==> src/rtl/smb_timeout_monitor.sv <==
module smb_timeout_monitor #(
  parameter int CUM_W  = 20,
  parameter int HI_W   = 11,
  parameter int IDLE_W = 17
) (
  input  logic        clk,
  input  logic        rst_n,
  input  logic        tick,
  input  logic        scl,
  input  logic        sda,
  input  logic        start_det,
  input  logic        stop_det,
  input  logic [31:0] to_cfg,
  input  logic [31:0] idle_cfg,
  input  logic [2:0]  clr,
  output logic        ctrl_to,
  output logic        tgt_to,
  output logic        clkhi_to,
  output logic        bus_idle,
  output logic        fair_ready
);
  localparam logic [CUM_W-1:0]  CUM_MAX  = '1;
  localparam logic [HI_W-1:0]   HI_MAX   = '1;
  localparam logic [IDLE_W-1:0] IDLE_MAX = '1;

  logic              busy, scl_q, sda_q;
  logic [CUM_W-1:0]  cum;
  logic [HI_W-1:0]   hi_cnt;
  logic [IDLE_W-1:0] idle_cnt, idle_nxt;

  logic [CUM_W-1:0]  ctrl_lim, tgt_lim;
  logic [HI_W-1:0]   hi_lim;
  logic [IDLE_W-1:0] idle_lim, fair_lim;
  logic              frame_edge, restart;
  logic              ctrl_hit, tgt_hit, hi_hit;

  assign ctrl_lim = CUM_W'({to_cfg[23:16], 11'b0});
  assign tgt_lim  = CUM_W'({to_cfg[15:8], 12'b0});
  assign hi_lim   = HI_W'({to_cfg[7:0], 3'b0});
  assign idle_lim = to_cfg[31] ? IDLE_W'({to_cfg[31:24], 2'b0}) : IDLE_W'(to_cfg[31:24]);
  assign fair_lim = (idle_cfg[31:16] > idle_cfg[15:0]) ? IDLE_W'(idle_cfg[31:16])
                                                       : IDLE_W'(idle_cfg[15:0]);

  assign frame_edge = start_det | stop_det;
  assign restart    = !scl || !sda || (scl != scl_q) || (sda != sda_q);
  assign idle_nxt   = restart ? '0 :
                      (tick && idle_cnt != IDLE_MAX) ? idle_cnt + 1'b1 : idle_cnt;

  assign ctrl_hit = busy && (ctrl_lim != '0) && (cum >= ctrl_lim);
  assign tgt_hit  = busy && (tgt_lim  != '0) && (cum >= tgt_lim);
  assign hi_hit   = busy && (hi_lim   != '0) && (hi_cnt >= hi_lim);

  always_ff @(posedge clk) begin
    if (!rst_n) begin
      busy <= 1'b0;
      cum  <= '0;
      hi_cnt <= '0;
    end else begin
      busy <= start_det ? 1'b1 : (stop_det ? 1'b0 : busy);
      if (frame_edge)
        cum <= '0;
      else if (busy && tick && !scl && cum != CUM_MAX)
        cum <= cum + 1'b1;
      if (frame_edge || !scl)
        hi_cnt <= '0;
      else if (busy && tick && hi_cnt != HI_MAX)
        hi_cnt <= hi_cnt + 1'b1;
    end
  end

  always_ff @(posedge clk) begin
    if (!rst_n) begin
      ctrl_to  <= 1'b0;
      tgt_to   <= 1'b0;
      clkhi_to <= 1'b0;
    end else begin
      ctrl_to  <= ctrl_hit | (ctrl_to  & ~clr[0]);
      tgt_to   <= tgt_hit  | (tgt_to   & ~clr[1]);
      clkhi_to <= hi_hit   | (clkhi_to & ~clr[2]);
    end
  end

  always_ff @(posedge clk) begin
    if (!rst_n) begin
      scl_q      <= 1'b1;
      sda_q      <= 1'b1;
      idle_cnt   <= '0;
      bus_idle   <= 1'b0;
      fair_ready <= 1'b0;
    end else begin
      scl_q      <= scl;
      sda_q      <= sda;
      idle_cnt   <= idle_nxt;
      bus_idle   <= !restart && (idle_nxt >= idle_lim);
      fair_ready <= !restart && (idle_nxt >= fair_lim);
    end
  end
endmodule


==> config.mk <==
export PLATFORM = sky130hd
export DESIGN_NAME = smb_timeout_monitor
export DESIGN_NICKNAME = d
export VERILOG_FILES = /design/src/rtl/smb_timeout_monitor.sv
export SDC_FILE = /design/constraint.sdc
export NUM_CORES = 1
export LEC_CHECK = 0
export ABC_AREA = 1
export BUFFER_PORTS_ARGS = -buffer_cell sky130_fd_sc_hd__buf_2
export CAP_MARGIN = 20
export CORE_MARGIN = 4
export CORE_UTILIZATION = 58
export DETAILED_ROUTE_END_ITERATION = 10
export PLACE_DENSITY = 0.81
export SLEW_MARGIN = 20
export SYNTH_ARGS = -nofsm -noshare
export SYNTH_HDL_FRONTEND = slang
export SYNTH_SLANG_ARGS = --single-unit
==> constraint.sdc <==
create_clock -name clk -period 4.41 [get_ports clk]
set_clock_uncertainty 0.2 [all_clocks]
set_input_delay 0.6615 -clock clk [delete_from_list [all_inputs] [get_ports clk]]
set_output_delay 0.6615 -clock clk [all_outputs]
set_load 0.05 [all_outputs]
== Word level (Yosys, flattened, before mapping) ==
Index checks and enable logic that the tools add are counted.

* Word-level logic and storage cells: 68
* Output and inout port bits: 5
* Register bits after elaboration: 56
* Input bits: 74

* Bitwise logic cells: 11
* $add $sub $neg: 3
* Mux-type cells: 6
* Reductions and logical operators: 26
* $lt $le $gt $ge: 6
* Eq/ne operators: 5

{| class="wikitable"
|+ Operators with widths
! cell !! count
|-
| $reduce_bool A20 Y1 || 2
|-
| $mux W17 || 2
|-
| $add A20 B1 Y20 const B || 1
|-
| $ge A20 B19 Y1 || 1
|-
| $ge A20 B20 Y1 || 1
|-
| $ne A20 B20 Y1 const B || 1
|-
| $add A17 B1 Y17 const B || 1
|-
| $ge A17 B10 Y1 || 1
|-
| $ge A17 B16 Y1 || 1
|-
| $ne A17 B17 Y1 const B || 1
|-
| $gt A16 B16 Y1 || 1
|-
| $mux W16 || 1
|-
| $logic_and A1 B1 Y1 || 13
|-
| $add A11 B1 Y11 const B || 1
|-
| $ge A11 B11 Y1 || 1
|-
| $ne A11 B11 Y1 const B || 1
|-
| $reduce_bool A11 Y1 || 1
|-
| $mux W10 || 1
|-
| $logic_or A1 B1 Y1 || 4
|-
| $not A1 Y1 || 4
|-
| $or A1 B1 Y1 || 4
|-
| $reduce_or A2 Y1 || 2
|-
| $and A1 B1 Y1 || 3
|-
| $logic_not A1 Y1 || 3
|-
| 3 further kinds || 5
|}

== Longest topological paths before layout ==
* Depth after elaboration: 7
* Mapped depth: 26
* Gate-level depth less buffers: 26

== Least setup slack after synthesis ==
No wires, ideal clock.

* Path kind: reg2reg
* Start point: register idle_cnt[0]
* End point: register bus_idle
* Required time: 4.093 ns
* Stages on the path, launching flop included: 26
* Period minus slack after synthesis: 3.134 ns
* Buffers on the path: 0
* Setup slack: 1.276 ns
* Library setup time: 0.117 ns
* Data arrival time: 2.816 ns
* Cells stage by stage: dfxtp_1 -> ha_1 -> nand2_1 -> nor2_1 -> nand2_1 -> nor2_1 -> inv_1 -> nor4_1 -> ha_1 -> nor2_4 -> nand4_2 -> nor2_4 -> inv_1 -> nor2_1 -> nor3_1 -> ha_1 -> nand2_1 -> nor2_1 -> nand3_1 -> nor2_1 -> nor2_1 -> nand3_1 -> nand2_1 -> nand3_1 -> nor2_1 -> nor2_1

* Cells in the longest elaborated chain, start to end: 6

{| class="wikitable"
|+ RTL lines
! item !! line !! RTL
|-
| from (decl) || 29 || <nowiki>logic [IDLE_W-1:0] idle_cnt, idle_nxt;</nowiki>
|-
| from (signal assigned) || 93 || <nowiki>idle_cnt <= idle_nxt;</nowiki>
|-
| parallel branches: the longest is 2 deep, another holds $add A17 B1 Y17 || -- ||
|-
| $mux W17 (*) || 47 || <nowiki>(tick && idle_cnt != IDLE_MAX) ? idle_cnt + 1'b1 : idle_cnt;</nowiki>
|-
| $mux W17 (*) || 46 || <nowiki>assign idle_nxt = restart ? '0 :</nowiki>
|-
| net idle_nxt[8] || 29 ||
|-
| $ge A17 B10 Y1 (*) || 94 || <nowiki>bus_idle <= !restart && (idle_nxt >= idle_lim);</nowiki>
|-
| $logic_and A1 B1 Y1 (*) || 94 ||
|-
| to (signal assigned) || 94 ||
|-
| to (decl) || 19 || <nowiki>output logic bus_idle,</nowiki>
|}

Mark *: on every way through the listed nets, which the timed path passes.
A chain may end at the register's enable or synchronous reset.

== Worst setup path after layout ==
* Start point: register idle_cnt[0]
* End point: register fair_ready

* Cells in the longest elaborated chain, start to end: 6

{| class="wikitable"
|+ RTL lines
! item !! line !! RTL
|-
| parallel branches: the longest is 2 deep, another holds $add A17 B1 Y17 || -- ||
|-
| $mux W17 (*) || 47 ||
|-
| $mux W17 (*) || 46 ||
|-
| net idle_nxt[11] || 29 ||
|-
| $ge A17 B16 Y1 (*) || 95 || <nowiki>fair_ready <= !restart && (idle_nxt >= fair_lim);</nowiki>
|-
| $logic_and A1 B1 Y1 (*) || 95 ||
|-
| to (signal assigned) || 95 ||
|-
| to (decl) || 20 || <nowiki>output logic fair_ready</nowiki>
|}

Marked as above.

==> flow_summary_export.csv <==
group,metric,value,unit
setup_path,end_kind,"register",
setup_path,cp.arrival,3.76,ns
synthesis,synth.cell_area,0.005044,sq mm
grt,grt_max_degree,33,
setup_path,critical_path_class,"register to register",
min_path,hp-class,"register to register",
power_and_ir_drop,p_total,1.011,mW
final_layout,largest_reg_flops,20,
detailed_routing,vias,5166,
detailed_routing,wl_met3,845,um
clock_tree,postCtsHoldBufs,0,
timing,setup_viol,0,
floorplanning,dieArea,0.01025,sq mm
final_layout,reg_top3,"cum x20, idle_cnt x17, hi_cnt x11",
clock_tree,post_cts.repair.setup_buffers,0,
setup_path,worstPathMaxFanout,6,
detailed_routing,top_layer_used,"met4",
clock_tree,cts_root_buffer,"clkbuf_8",
detailed_routing,viasPerCell,5.478,
synthesis,synth.avg_cell_area,6.628,sq um
detailed_routing,wl_met1,5357,um
place,dp_hpwl,9955,um
setup_path,cpMostUsedCell,"nand2_1",
setup_path,crit_required,4.47,ns
detailed_routing,drtPass1Iterations,6,
floorplanning,fp.dieH,101.3,um
detailed_routing,ant_nets,0,
detailed_routing,route.met2.wl,5585,um
setup_path,crit_path_start_kind,"register",
synthesis,synth_ff_type,"dfxtp_1",
timing,slew_violations,0,
place,place_congestion,0.9441,
detailed_routing,drc,0,
clock_tree,cts_tree,"yes",
timing,relSlewSlack,47.06,%
place,port_buffers,78,
synthesis,synth_cell_types,47,
detailed_routing,avgRoutedWirePerCell,12.76,um
timing,max_freq,270.4,MHz
timing,worstMarginPinSlew,0.7922,ns
floorplanning,io_pins,79,
floorplanning,fp-row-count,33,
final_layout,drive_gt1_share,13.72,%
final_layout,antenna_cells,0,
clock_tree,cts.path.max_buffers,2,
place,pre_cts_ws,0.4459,ns
setup_path,critical-path-max-stage-delay,0.40,ns
floorplanning,start_util,60.47,%
final_layout,area_growth,11.21,%
final_layout,layout_commonest_cell,"nand2_1",
timing,post-route-period-util,83.86,%
synthesis,synth_edf_count,0,
power_and_ir_drop,ir_drop,0.0001253,V
clock_tree,clkLatencyLatePin,0.31,ns
final_layout,seq_area,0.001121,sq mm
synthesis,netlist_instances,761,
final_layout,fill_cells,744,
setup_path,path_cells,"ha_1 -> nand2_1 -> nor2_1 -> nand2_1 -> nor2_1 -> inv_1 -> nor4_1 -> ha_1 -> inv_1 -> nand3_1 -> nor3_4 -> nand2_1 -> o21bai_1 -> nand3_1 -> inv_1 -> ha_1 -> nand2_1 -> nor3b_1 -> nand4_1 -> or2_0 -> nand4_1 -> nand2_1 -> inv_1",
final_layout,nets,983,
power_and_ir_drop,p_per_area,180.3,mW/mm^2
clock_tree,cts.clk_slew.worst_paths,0.10,ns
run_status,outcome,"finished, final reports clean",
grt,grt.overflow.total,0,
final_layout,layout_common_cells,"nand2_1, inv_1, nor2_1",
setup_path,cp_num_buf_inv,4,
clock_tree,htreeDepth,2,
timing,hold_viol,0,
synthesis,synth_seq_area_share,22.23,%
grt,antenna_found_initial,0,
setup_path,cp_slowest_cell,"dfxtp_1",
floorplanning,die_w,101.3,um
timing,finalCriticalPeriod,3.698,ns
final_layout,top_register,"cum",
synthesis,synth-seq-cells,56,
detailed_routing,first_iter_violations,300,
timing,setup-tns-final,0,ns
synthesis,syn_nets,907,
grt,grt.total_usage,23.68,%
power_and_ir_drop,power.leakage,2.724,nW
timing,worst_slack,0.7119,ns
final_layout,multi_input_area,0.003383,sq mm
synthesis,yosysWarnings,0,
clock_tree,cts_buffers,5,
timing,rsz0062_at_grt,"no",
grt,first_global_vias,4964,
clock_tree,clock_sinks,56,
detailed_routing,routed_wl,12030,um
grt,grt_pass1_wl,20420,um
synthesis,async_flop_share,0,%
clock_tree,post_cts_resized,0,
run,drv_cap,0,
setup_path,cp_top_family,"simple AND/OR/NAND/NOR gates",
floorplanning,fp.coreArea,0.008341,sq mm
## path summary, 6_finish.rpt
kind / from / slack [ns] / cells after the start / to
setup reg to reg: idle_cnt[0]$_SDFF_PN0_ / 0.71 / 23 / fair_ready$_SDFF_PN0_
hold / removal: clkhi_to$_SDFF_PN0_ / 0.27 / 2 / clkhi_to$_SDFF_PN0_
setup / recovery: idle_cnt[0]$_SDFF_PN0_ / 0.71 / 23 / fair_ready$_SDFF_PN0_
hold reg to reg: clkhi_to$_SDFF_PN0_ / 0.27 / 2 / clkhi_to$_SDFF_PN0_
## worst register-to-register path, stage by stage, from the launching register on
cell	delay [ns]
dfxtp_1	0.40
ha_1	0.23
nand2_1	0.07
nor2_1	0.17
nand2_1	0.08
nor2_1	0.14
inv_1	0.05
nor4_1	0.17
ha_1	0.27
inv_1	0.07
nand3_1	0.17
nor3_4	0.09
nand2_1	0.06
o21bai_1	0.06
nand3_1	0.12
inv_1	0.08
ha_1	0.31
nand2_1	0.08
nor3b_1	0.23
nand4_1	0.17
or2_0	0.23
nand4_1	0.09
nand2_1	0.06
inv_1	0.05
## synth_stat cells, types with 2 or more instances
cell        n  area [sq um]
a21oi_1    56         280.3
a21oi_2     3         26.28
a31oi_1     2         12.51
clkbuf_1    7         26.28
dfxtp_1    56          1121
ha_1       72         900.9
inv_1     122         457.9
inv_2       5         18.77
mux2i_1     2         20.02
nand2_1   165         619.3
nand2_2     3         18.77
nand3_1    33         165.2
nand3b_1    3         22.52
nand4_1    27         168.9
nand4_2     2         25.02
nor2_1     79         296.5
nor2_4      3         33.78
nor3_1     18         90.09
nor3_4      3         48.80
nor3b_1     2         15.01
nor4_1     18         112.6
o211ai_1    2         15.01
o21a_1      2         15.01
o21ai_0    31         155.2
o21ai_1     5         25.02
o21bai_1    2         15.01
o31ai_1     2         15.01
or2_0       2         12.51
or2_2       2         12.51
xnor2_1     5         43.79
xor2_1     11         96.34
## layer usage
metal / vias to the layer above / GRT usage (%)
met2: 169 / 41.40
met1: 2297 / 30.12
li1: 2674 / -
met5: - / 0
met4: 0 / 6.646
met3: 26 / 3.719
## through the flow
stage / cells / area, sq um / hold WS, ns / util [%]
2_1_floorplan: 761 / 5044 / 0.2475 / -
3_3_place_gp: 935 / 5513 / 0.2495 / 66.10
3_5_place_dp: 935 / 5513 / 0.2586 / 66.10
4_1_cts: 943 / 5609 / 0.2737 / 67.25
5_1_grt: 943 / 5609 / 0.2960 / 67.25
6_report: 943 / 5609 / 0.2718 / 67.25
## power by group
| part | switching [mW] | internal, mW |
|---|---|---|
| Combinational | 0.122 | 0.0793 |
| Sequential | 0.00130 | 0.508 |
| Clock | 0.172 | 0.129 |
| Total | 0.295 | 0.716 |
## cells by family (layout without fill, tap and decap cells)
logic type	after synthesis	count (layout)	synth area share [%]
XOR/XNOR	16	16	2.778
AO/OA/AOI/OAI	109	109	11.81
adder cells (fa/ha/maj)	72	72	17.86
multiplexers	2	2	0.3969
flip-flops	56	56	22.23
AND/OR/NAND/NOR	368	368	34.23
buffers and inverters	138	215	10.69
## layout make-up
type,count,share of cell area [%]
clock buffer,6,1.472
multi-input combinational,567,60.32
inverter,129,8.677
sequential,56,19.99
clock inverter,2,0.2454
timing repair buffer,78,6.960
tap,105,2.342
(Power assumes the default switching activity.)
